$ cat src/rtl/cfg_port_pkg.sv
`timescale 1ns/1ps
package cfg_port_pkg;
   localparam int unsigned A_CMD = 0;
   localparam int unsigned A_PWR = 1;
   localparam int unsigned A_CLK = 2;
   localparam int unsigned A_OUT = 3;

   typedef struct packed {
      logic       sleep;
      logic       dcs_en;
      logic [2:0] clk_phase;
      logic [7:0] out_cfg;
   } cfg_fields_t;
endpackage

$ cat src/rtl/cfg_pin_sync.sv
`timescale 1ns/1ps
module cfg_pin_sync #(
   parameter int unsigned       WIDTH   = 4,
   parameter int unsigned       STAGES  = 2,
   parameter logic [WIDTH-1:0]  RST_VAL = '0
) (
   input  logic             clk,
   input  logic             rst_n,
   input  logic [WIDTH-1:0] d_i,
   output logic [WIDTH-1:0] q_o
);
   if (STAGES < 2) begin : g_bad_stages
      $error("cfg_pin_sync: STAGES must be at least 2");
   end

   logic [STAGES-1:0][WIDTH-1:0] pipe;

   always_ff @(posedge clk) begin
      if (!rst_n) begin
         for (int s = 0; s < int'(STAGES); s++) pipe[s] <= RST_VAL;
      end else begin
         pipe <= {pipe[STAGES-2:0], d_i};
      end
   end

   assign q_o = pipe[STAGES-1];
endmodule

$ cat src/rtl/cfg_spi_frame.sv
`timescale 1ns/1ps
module cfg_spi_frame #(
   parameter int unsigned ADDR_W = 7,
   parameter int unsigned DATA_W = 8
) (
   input  logic              clk,
   input  logic              rst_n,
   input  logic              enable_i,
   input  logic              csn_i,
   input  logic              sclk_i,
   input  logic              sdi_i,
   input  logic [DATA_W-1:0] rdata_i,
   output logic [ADDR_W-1:0] rd_addr_o,
   output logic              wr_stb_o,
   output logic [ADDR_W-1:0] wr_addr_o,
   output logic [DATA_W-1:0] wr_data_o,
   output logic              sdo_o,
   output logic              sdo_oe_o
);
   localparam int unsigned FRAME = 1 + ADDR_W + DATA_W;
   localparam int unsigned HDR   = 1 + ADDR_W;
   localparam int unsigned CNT_W = $clog2(FRAME + 2);
   localparam logic [CNT_W-1:0] CNT_MAX = {CNT_W{1'b1}};

   if (DATA_W < 2 || ADDR_W < 1) begin : g_bad_widths
      $error("cfg_spi_frame: field widths too small");
   end

   logic              sclk_q, csn_q;
   logic [FRAME-1:0]  shreg;
   logic [CNT_W-1:0]  cnt;
   logic [DATA_W-1:0] shout;
   logic              oe;
   logic              rise, fall, csn_rise;

   assign rise     = sclk_i & ~sclk_q;
   assign fall     = ~sclk_i & sclk_q;
   assign csn_rise = csn_i & ~csn_q;

   always_ff @(posedge clk) begin
      if (!rst_n) begin
         sclk_q    <= 1'b0;
         csn_q     <= 1'b1;
         shreg     <= '0;
         cnt       <= '0;
         shout     <= '0;
         oe        <= 1'b0;
         wr_stb_o  <= 1'b0;
         wr_addr_o <= '0;
         wr_data_o <= '0;
      end else begin
         sclk_q   <= sclk_i;
         csn_q    <= csn_i;
         wr_stb_o <= 1'b0;
         if (!enable_i) begin
            cnt <= '0;
            oe  <= 1'b0;
         end else if (csn_rise) begin
            if (cnt == CNT_W'(FRAME) && !shreg[FRAME-1]) begin
               wr_stb_o  <= 1'b1;
               wr_addr_o <= shreg[DATA_W +: ADDR_W];
               wr_data_o <= shreg[DATA_W-1:0];
            end
            cnt <= '0;
            oe  <= 1'b0;
         end else if (csn_i) begin
            cnt <= '0;
            oe  <= 1'b0;
         end else begin
            if (rise) begin
               shreg <= {shreg[FRAME-2:0], sdi_i};
               if (cnt != CNT_MAX) cnt <= cnt + 1'b1;
            end
            if (fall) begin
               if (cnt == CNT_W'(HDR) && shreg[ADDR_W]) begin
                  shout <= rdata_i;
                  oe    <= 1'b1;
               end else if (oe) begin
                  shout <= {shout[DATA_W-2:0], 1'b0};
               end
            end
         end
      end
   end

   assign rd_addr_o = shreg[ADDR_W-1:0];
   assign sdo_o     = oe & shout[DATA_W-1];
   assign sdo_oe_o  = oe;

   // no count accumulates while the select line is idle
   p_idle_cnt_r5: assert property (@(posedge clk) disable iff (!rst_n)
      (csn_i && csn_q) |-> cnt == '0);
   // read data is only driven inside a selected frame
   p_oe_in_frame_r4: assert property (@(posedge clk) disable iff (!rst_n)
      sdo_oe_o |-> !$past(csn_i));
   // a commit is a single-cycle strobe
   p_stb_pulse_r2: assert property (@(posedge clk) disable iff (!rst_n)
      wr_stb_o |=> !wr_stb_o);
   // commits only follow an exact-length frame
   p_stb_len_r3: assert property (@(posedge clk) disable iff (!rst_n)
      wr_stb_o |-> $past(cnt) == CNT_W'(FRAME));
endmodule

$ cat src/rtl/cfg_reg_bank.sv
`timescale 1ns/1ps
module cfg_reg_bank
   import cfg_port_pkg::*;
#(
   parameter int unsigned NUM_REGS = 4,
   parameter int unsigned ADDR_W   = 7,
   parameter int unsigned DATA_W   = 8,
   parameter int unsigned SRST_BIT = 7,
   parameter logic [NUM_REGS*DATA_W-1:0] DEFAULTS = '0
) (
   input  logic              clk,
   input  logic              rst_n,
   input  logic              hold_i,
   input  logic              wr_stb_i,
   input  logic [ADDR_W-1:0] wr_addr_i,
   input  logic [DATA_W-1:0] wr_data_i,
   input  logic [ADDR_W-1:0] rd_addr_i,
   output logic [DATA_W-1:0] rdata_o,
   output cfg_fields_t       fields_o
);
   if (NUM_REGS < 4 || NUM_REGS > (1 << ADDR_W)) begin : g_bad_regs
      $error("cfg_reg_bank: NUM_REGS out of range");
   end
   if (DATA_W < 8 || SRST_BIT >= DATA_W) begin : g_bad_data
      $error("cfg_reg_bank: DATA_W or SRST_BIT out of range");
   end

   logic [DATA_W-1:0]          regs [NUM_REGS];
   logic [NUM_REGS*DATA_W-1:0] flat;
   logic                       srst;

   assign srst = wr_stb_i && (wr_addr_i == '0) && wr_data_i[SRST_BIT];

   always_ff @(posedge clk) begin
      for (int i = 0; i < int'(NUM_REGS); i++) begin
         if (!rst_n || hold_i || srst || i == 0) begin
            regs[i] <= DEFAULTS[i*DATA_W +: DATA_W];
         end else if (wr_stb_i && wr_addr_i == ADDR_W'(i)) begin
            regs[i] <= wr_data_i;
         end
      end
   end

   always_comb begin
      rdata_o = '0;
      for (int i = 1; i < int'(NUM_REGS); i++) begin
         if (rd_addr_i == ADDR_W'(i)) rdata_o = regs[i];
      end
   end

   always_comb begin
      for (int i = 0; i < int'(NUM_REGS); i++) flat[i*DATA_W +: DATA_W] = regs[i];
   end

   assign fields_o.sleep     = regs[A_PWR][0];
   assign fields_o.dcs_en    = regs[A_CLK][0];
   assign fields_o.clk_phase = regs[A_CLK][3:1];
   assign fields_o.out_cfg   = regs[A_OUT][7:0];

   // holding forces the whole bank to defaults
   p_hold_def_r7: assert property (@(posedge clk) disable iff (!rst_n)
      hold_i |=> flat == DEFAULTS);
   // soft reset restores the whole bank
   p_soft_rst_r8: assert property (@(posedge clk) disable iff (!rst_n)
      srst |=> flat == DEFAULTS);
endmodule

$ cat src/rtl/cfg_port.sv
`timescale 1ns/1ps
module cfg_port
   import cfg_port_pkg::*;
#(
   parameter int unsigned NUM_REGS    = 4,
   parameter int unsigned ADDR_W      = 7,
   parameter int unsigned DATA_W      = 8,
   parameter int unsigned SYNC_STAGES = 2,
   parameter logic [NUM_REGS*DATA_W-1:0] DEFAULTS = 32'h2401_0000
) (
   input  logic       clk,
   input  logic       rst_n,
   input  logic       mode_sel_i,
   input  logic       csn_i,
   input  logic       sclk_i,
   input  logic       sdi_i,
   output logic       sdo_o,
   output logic       sdo_oe_o,
   output logic       sleep_o,
   output logic       dcs_en_o,
   output logic [2:0] clk_phase_o,
   output logic [7:0] out_cfg_o
);
   localparam int unsigned NPINS = 4;

   logic [NPINS-1:0]  pins_s;
   logic              par_s, csn_s, sclk_s, sdi_s;
   logic [ADDR_W-1:0] rd_addr, wr_addr;
   logic [DATA_W-1:0] rdata, wr_data;
   logic              wr_stb;
   cfg_fields_t       fields;

   cfg_pin_sync #(.WIDTH(NPINS), .STAGES(SYNC_STAGES), .RST_VAL(4'b0100)) u_sync (
      .clk(clk), .rst_n(rst_n),
      .d_i({mode_sel_i, csn_i, sclk_i, sdi_i}),
      .q_o(pins_s)
   );
   assign {par_s, csn_s, sclk_s, sdi_s} = pins_s;

   cfg_spi_frame #(.ADDR_W(ADDR_W), .DATA_W(DATA_W)) u_frame (
      .clk(clk), .rst_n(rst_n), .enable_i(!par_s),
      .csn_i(csn_s), .sclk_i(sclk_s), .sdi_i(sdi_s),
      .rdata_i(rdata), .rd_addr_o(rd_addr),
      .wr_stb_o(wr_stb), .wr_addr_o(wr_addr), .wr_data_o(wr_data),
      .sdo_o(sdo_o), .sdo_oe_o(sdo_oe_o)
   );

   cfg_reg_bank #(.NUM_REGS(NUM_REGS), .ADDR_W(ADDR_W), .DATA_W(DATA_W),
                  .SRST_BIT(7), .DEFAULTS(DEFAULTS)) u_bank (
      .clk(clk), .rst_n(rst_n), .hold_i(par_s),
      .wr_stb_i(wr_stb), .wr_addr_i(wr_addr), .wr_data_i(wr_data),
      .rd_addr_i(rd_addr), .rdata_o(rdata), .fields_o(fields)
   );

   assign sleep_o     = par_s ? sclk_s : fields.sleep;
   assign dcs_en_o    = par_s ? csn_s  : fields.dcs_en;
   assign clk_phase_o = fields.clk_phase;
   assign out_cfg_o   = fields.out_cfg;

   // no register write can be issued once parallel mode has settled
   p_no_write_par_r7: assert property (@(posedge clk) disable iff (!rst_n)
      (par_s && $past(par_s)) |-> !wr_stb);
endmodule

$ cat config.mk
export PLATFORM = sky130hd
export DESIGN_NAME = cfg_port
export DESIGN_NICKNAME = d
export VERILOG_FILES = /design/src/rtl/cfg_port_pkg.sv /design/src/rtl/cfg_pin_sync.sv /design/src/rtl/cfg_spi_frame.sv /design/src/rtl/cfg_reg_bank.sv /design/src/rtl/cfg_port.sv
export SDC_FILE = /design/constraint.sdc
export NUM_CORES = 1
export LEC_CHECK = 0
export CAP_MARGIN = 20
export CELL_PAD_IN_SITES_DETAIL_PLACEMENT = 0
export CELL_PAD_IN_SITES_GLOBAL_PLACEMENT = 2
export CORE_MARGIN = 2
export CORE_UTILIZATION = 34
export DETAILED_ROUTE_END_ITERATION = 7
export HOLD_SLACK_MARGIN = 0.06
export PLACE_DENSITY_LB_ADDON = 0.1
export SLEW_MARGIN = 20
export SYNTH_ARGS = -nofsm -noshare
export SYNTH_HDL_FRONTEND = slang
export SYNTH_HIERARCHICAL = 1
export SYNTH_SLANG_ARGS = --single-unit
$ cat constraint.sdc
create_clock -name clk -period 1.9 [get_ports clk]
set_input_delay 0.285 -clock clk [delete_from_list [all_inputs] [get_ports clk]]
set_output_delay 0.285 -clock clk [all_outputs]
set_load 0.01 [all_outputs]
==> flow_summary.json, run 1 <==
{
  "cts_max_level": 3,
  "ir_drop_v": 0.000398,
  "grt_busiest_layer": "met2",
  "ys_seq_elements": 80,
  "synth-edff-count": 24,
  "cts_buffer_depth": 2,
  "syn_nets": 402,
  "min_path_cells": 1,
  "overflow": 0,
  "drtAntennaViolNets": 0,
  "timing.fmax_mhz": 545,
  "synth_cell_type_count": 46,
  "cp_slowest_cell": "clkdlybuf4s50_1",
  "worstSetupPathType": "flop to output port",
  "final-hold-violation-count": 0,
  "grt_max_degree": 54,
  "fillCellCount": 1119,
  "path_clk_slew_ps": 70,
  "hold_start": "u_sync/pipe[2]",
  "place.gp.congestion": 0.766,
  "synth_area_leader_cell": "dfxtp_1",
  "outcome": "finished clean",
  "powerDensity_nw_per_um2": 714,
  "async_reset_ff_share_pct": 0,
  "min_path_type": "flop to flop",
  "start_util_pct": 35.0,
  "grt_first_pass_wirelength_mm": 14.0,
  "r2r-end": "u_frame/cnt[3]",
  "root_buffer": "clkbuf_8",
  "antennaDiodeCount": 0,
  "avgSynthCellArea_um2": 9.65,
  "clock_latency_ps": 360,
  "drive_above_1_share_pct": 14.5,
  "synth_area_um2": 3790,
  "grt_use_total_pct": 15.9,
  "areaGrowthSynthToFinish_pct": 10.8,
  "finalCritPeriodShare_pct": 96.5,
  "die_y_um": 110,
  "ys_seq_area_share_pct": 48.5,
  "critical_path_arrival_ps": 1550,
  "ctsHoldBuffers": 0,
  "setup_viol": 0,
  "cts_tree": "built",
  "leakagePower_nw": 1.41,
  "slew_headroom_pct": 68.0,
  "rows": 38,
  "crit_chain": "mux2_2 -> clkdlybuf4s50_1",
  "grt_util_met3_pct": 3.26,
  "worstMarginPinSlew_ps": 480,
  "max_cap_violations": 0,
  "post-route-drc-count": 0,
  "drtIter0Drc": 125,
  "vias_per_cell": 5.04,
  "met2_usage_pct": 23.1,
  "hpwl_mm": 5.96,
  "placed_area_um2": 4040,
  "power_w": 0.00300,
  "cts_buffers": 9,
  "rrSetupSlack_ps": 90,
  "wl_per_cell_um": 16.4,
  "met1_usage_pct": 22.1,
  "final_area_um2": 4200,
  "worst-endpoint-required_ps": 1620,
  "r2r_cells": 6,
  "antenna_found_initial": 0,
  "post-synth-top-count-cell": "dfxtp_1",
  "synth-main-ff-cell": "dfxtp_1",
  "vias": 2718,
  "max_stage_delay_ps": 480,
  "synthTopCellsByArea": "dfxtp_1, edfxtp_1, buf_4, nand2_1, a21boi_0",
  "clock_sinks": 80,
  "rsz0062_at_grt": "no",
  "skew_ps": 7.25,
  "synthCells": 393,
  "drv_slew": 0,
  "hold_slack_ps": 409,
  "core_um2": 10800,
  "critPathMaxFanout": 4,
  "worstHoldEndpoint": "u_sync/q_o[2]",
  "final.min_clock_period_ps": 1830,
  "wl_mm": 8.83,
  "worstSetupStartpointType": "flop",
  "ys_warn_count": 6,
  "drt_first_pass_iters": 4,
  "dieArea_um2": 12000,
  "ys_top_cells_by_count": "dfxtp_1, nand2_1, buf_4, edfxtp_1, o21ai_0",
  "nNetsFinal": 403,
  "r2r-start": "u_frame/cnt[0]",
  "synth_top_area_share_pct": 29.6,
  "first_global_vias": 2574,
  "ios": 21,
  "end_kind": "output port",
  "die_w_um": 110,
  "io_buffers": 20
}
==> how the worst max path moves through the flow <==
stage	from	to	depth (start not counted)
final	u_sync/q_o[3]	dcs_en_o	2
after floorplan	u_frame/wr_addr_o[0]	u_bank/regs[0][10]	4
after global routing	u_sync/q_o[3]	dcs_en_o	2
after global placement	rst_n	u_bank/regs[0][11]	5
after CTS	u_bank/regs[0][8]	sleep_o	2
after detailed placement	rst_n	u_bank/regs[0][14]	5
==> placed cells by master (no fill, tap or decap), types with 2 or more instances in the layout <==
master | netlist | final
a21oi_1 | 5 | 5
o22ai_1 | 7 | 7
clkbuf_8 | 0 | 9
buf_4 | 24 | 21
edfxtp_1 | 24 | 24
dfxtp_2 | 0 | 5
and3_1 | 11 | 11
nand2b_1 | 10 | 10
or3_2 | 2 | 2
o21ai_0 | 24 | 24
a211oi_1 | 7 | 7
nand4bb_1 | 5 | 5
and2b_1 | 2 | 2
nor2b_1 | 3 | 3
a22oi_1 | 8 | 8
inv_1 | 5 | 5
nor3_1 | 8 | 8
a21boi_1 | 8 | 8
and2_1 | 9 | 9
clkdlybuf4s50_1 | 0 | 19
clkbuf_1 | 14 | 5
and4b_1 | 5 | 5
ha_1 | 3 | 2
nor4_1 | 7 | 7
nand3_1 | 18 | 18
and4bb_2 | 3 | 3
dfxtp_1 | 56 | 51
o31ai_1 | 2 | 2
nand2_1 | 48 | 48
mux2_2 | 10 | 10
nor2_1 | 13 | 13
a21boi_0 | 23 | 23
==> critical path: cells and delay by family (launching register included) <==
family,cells,cell delay (ps)
buffers and inverters,1,480
multiplexers,1,350
flip-flops,1,360
==> per-layer routing <==
layer	vias to the layer above	wire length [µm]
li1	1386	-
met1	1282	4460
met2	37	3920
met3	13	241
met4	0	209
met5	-	0
==> state kept, by name, indices dropped and copies added, names as in the netlist <==
signal / flops
u_frame/wr_stb_o: 1
u_bank/regs: 24
u_frame/sclk_q: 1
u_frame/sdo_oe_o: 1
u_frame/shreg: 16
u_sync/q_o: 4
u_sync/pipe: 4
u_frame/wr_data_o: 8
u_frame/csn_q: 1
u_frame/wr_addr_o: 7
u_frame/cnt: 5
u_frame/shout: 8
==> through the flow <==
| stage | util (%) | TNS [ps] | instances | setup WS [ps] |
|---|---|---|---|---|
| final | 38.8 | 0 | 539 | 66.3 |
| after global routing | 38.8 | 0 | 539 | 0.854 |
| after CTS | 38.7 | 0 | 539 | 5.26 |
| after detailed placement | 37.2 | 0 | 523 | 4.09 |
| after global placement | 37.2 | 0 | 523 | 16.8 |
| after floorplan | - | -1080 | 393 | -68.4 |
==> kinds of logic (layout without fill, tap and decap cells) <==
family	Yosys count	after routing	synth area share, %
buffers and inverters	57	63	8.44
multiplexers	10	10	2.97
AO/OA/AOI/OAI	87	87	15.1
XOR/XNOR	1	1	0.231
flip-flops	80	80	48.5
adder cells (fa/ha/maj)	3	3	0.990
AND/OR/NAND/NOR	155	155	23.7
==> what timing repair did <==
action | in CTS | in global routing
hold endpoints to repair | 0 | 0
gates resized for setup | 3 | 4
buffers inserted | 0 | 0
pin swaps | 0 | 1
endpoints found under the setup margin | 2 | 5
==> report_power, final <==
part / switching (W) / internal [W] / leakage, nW
logic: 0.0000618 / 0.0000587 / 0.629
clock network: 0.000596 / 0.000491 / 0.0791
registers: 0.0000129 / 0.00178 / 0.705
total: 0.000670 / 0.00233 / 1.41
==> layout make-up <==
type	instances	area (µm²)	area share [%]
clock buffers	15	150	3.57
clock inverters	1	5.00	0.119
inverters	6	22.5	0.536
multi-input cells	256	1640	39.0
flip-flops and latches	80	1850	44.0
well taps	140	175	4.17
repair buffers	41	360	8.58
(Power assumes the default switching activity.)
==> run 2: changes to the inputs <==
==> constraint.sdc (replaced) <==
create_clock -name clk -period 1.9 [get_ports clk]
set_input_delay 0.38 -clock clk [delete_from_list [all_inputs] [get_ports clk]]
set_output_delay 0.38 -clock clk [all_outputs]
set_load 0.01 [all_outputs]
==> run 2 against run 1 <==
  * Register-to-register slack worse by 20 ps
  * Largest power group unchanged
  * Sequential share of layout area down 1.1 points
  * Global-route usage down 0.35 points
  * Sequential power about the same
  * Routed wire length down 2.4%
  * Clock-buffer cell count down 1
  * Clock skew up 6.2 ps
  * Setup slack about the same
  * First-iteration DRC count down 30%
==> flow_summary.json, run 2 (same netlist as run 1, synthesis figures left out) <==
{
  "outcome": "finished clean",
  "crit_top_cell": "ha_1",
  "ctsHoldBuffers": 0,
  "slew_headroom_pct": 67.9,
  "dp.cells": 527,
  "powerDensity_nw_per_um2": 737,
  "clock_sinks": 80,
  "wl_per_cell_um": 15.9,
  "grt_first_pass_wirelength_mm": 14.0,
  "timing.fmax_mhz": 545,
  "final-hold-violation-count": 0,
  "crit_chain": "ha_1 -> and3_1 -> ha_1 -> or3b_4 -> or3_1 -> a21oi_2",
  "wl_mm": 8.62,
  "cts_tree": "built",
  "dieArea_um2": 12000,
  "drt_first_pass_iters": 4,
  "worstSetupStartpointType": "flop",
  "io_buffers": 20,
  "setup_viol": 0,
  "setup_tns_ps": 0,
  "cts_buffers": 9,
  "drive_above_1_share_pct": 16.1,
  "finalCritPeriodShare_pct": 96.5,
  "reg_top3": "u_bank/regs x24, u_frame/shreg x16",
  "ios": 21,
  "nNetsFinal": 407,
  "antenna_found_initial": 0,
  "drv_slew": 0,
  "areaGrowthSynthToFinish_pct": 13.5,
  "worst-endpoint-required_ps": 2180,
  "die_w_um": 110,
  "utilization_pct": 39.7,
  "skew_ps": 13.5,
  "max_stage_delay_ps": 380,
  "worstMarginPinSlew_ps": 481,
  "cts_max_level": 3,
  "overflow": 0,
  "ir_drop_v": 0.000287,
  "root_buffer": "clkbuf_8",
  "max_cap_violations": 0,
  "leakagePower_nw": 1.46,
  "antennaDiodeCount": 0,
  "die_y_um": 110,
  "cts_resized": 4,
  "path_buf_inv": 0,
  "path_clk_slew_ps": 80,
  "hpwl_mm": 6.00,
  "vias": 2766,
  "postCtsSetupBuffers": 0,
  "crit_family": "simple AND/OR/NAND/NOR gates",
  "cts_buffer_depth": 2,
  "first_global_vias": 2588,
  "stdcell_count": 543,
  "place.gp.congestion": 0.758,
  "critPathMaxFanout": 4,
  "start_util_pct": 35.0,
  "vias_per_cell": 5.09,
  "end_kind": "flop",
  "critical_path_arrival_ps": 2120,
  "post-route-drc-count": 0,
  "top_register": "u_bank/regs",
  "min_path_type": "flop to flop",
  "drtIter0Drc": 88,
  "final.min_clock_period_ps": 1830,
  "layout_common_cells": "dfxtp_1, nand2_1, edfxtp_1",
  "drtAntennaViolNets": 0,
  "grt_use_total_pct": 15.6,
  "power_w": 0.00317,
  "clock_latency_ps": 350,
  "cp_slowest_cell": "or3b_4",
  "largest_register_ff_count": 24,
  "worstSetupPathType": "flop to flop",
  "core_um2": 10800,
  "grt_max_degree": 54,
  "rows": 38,
  "layout.cells.most_common": "dfxtp_1"
}
## run 2: through the flow
stage / hold slack [ps] / setup WS, ps / cell area [µm²]
after floorplan: 386 / -68.4 / 3790
after global placement: 394 / -77.0 / 4090
after detailed placement: 397 / -96.0 / 4090
after CTS: 417 / 69.0 / 4290
after global routing: 460 / -16.1 / 4310
final: 412 / 66.3 / 4310
## run 2: final cells by class
| class | instances | area, µm² |
|---|---|---|
| clock buffers | 14 | 194 |
| clock inverters | 2 | 10.0 |
| fillers | 1124 | 6540 |
| inverters | 6 | 22.5 |
| multi-input cells | 256 | 1650 |
| flip-flops and latches | 80 | 1850 |
| well taps | 140 | 175 |
| repair buffers | 45 | 410 |
## run 2: report_power, final
group	internal [W]	total (W)	switching, W	leakage (nW)
Combinational	0.0000676	0.000133	0.0000656	0.646
Clock	0.000659	0.00125	0.000591	0.108
Sequential	0.00178	0.00179	0.0000111	0.705
Total	0.00250	0.00317	0.000668	1.46
## run 2: path summary, 6_finish.rpt
kind,depth (start not counted),endpoint,slack [ps],from
setup / recovery,6,u_frame/cnt[3],70,u_frame/cnt[1]
setup reg to reg,6,u_frame/cnt[3],70,u_frame/cnt[1]
hold reg to reg,1,u_sync/q_o[2],410,u_sync/pipe[2]
hold / removal,1,u_sync/q_o[2],410,u_sync/pipe[2]
## run 2: per-layer routing
| layer | share of wire [%] | global-route usage (%) | wire [µm] |
|---|---|---|---|
| met4 | 1.4 | 5.70 | 117 |
| met5 | 0 | 0 | 0 |
| met2 | 45 | 23.2 | 3910 |
| met3 | 2.2 | 2.55 | 189 |
| met1 | 51 | 22.5 | 4400 |
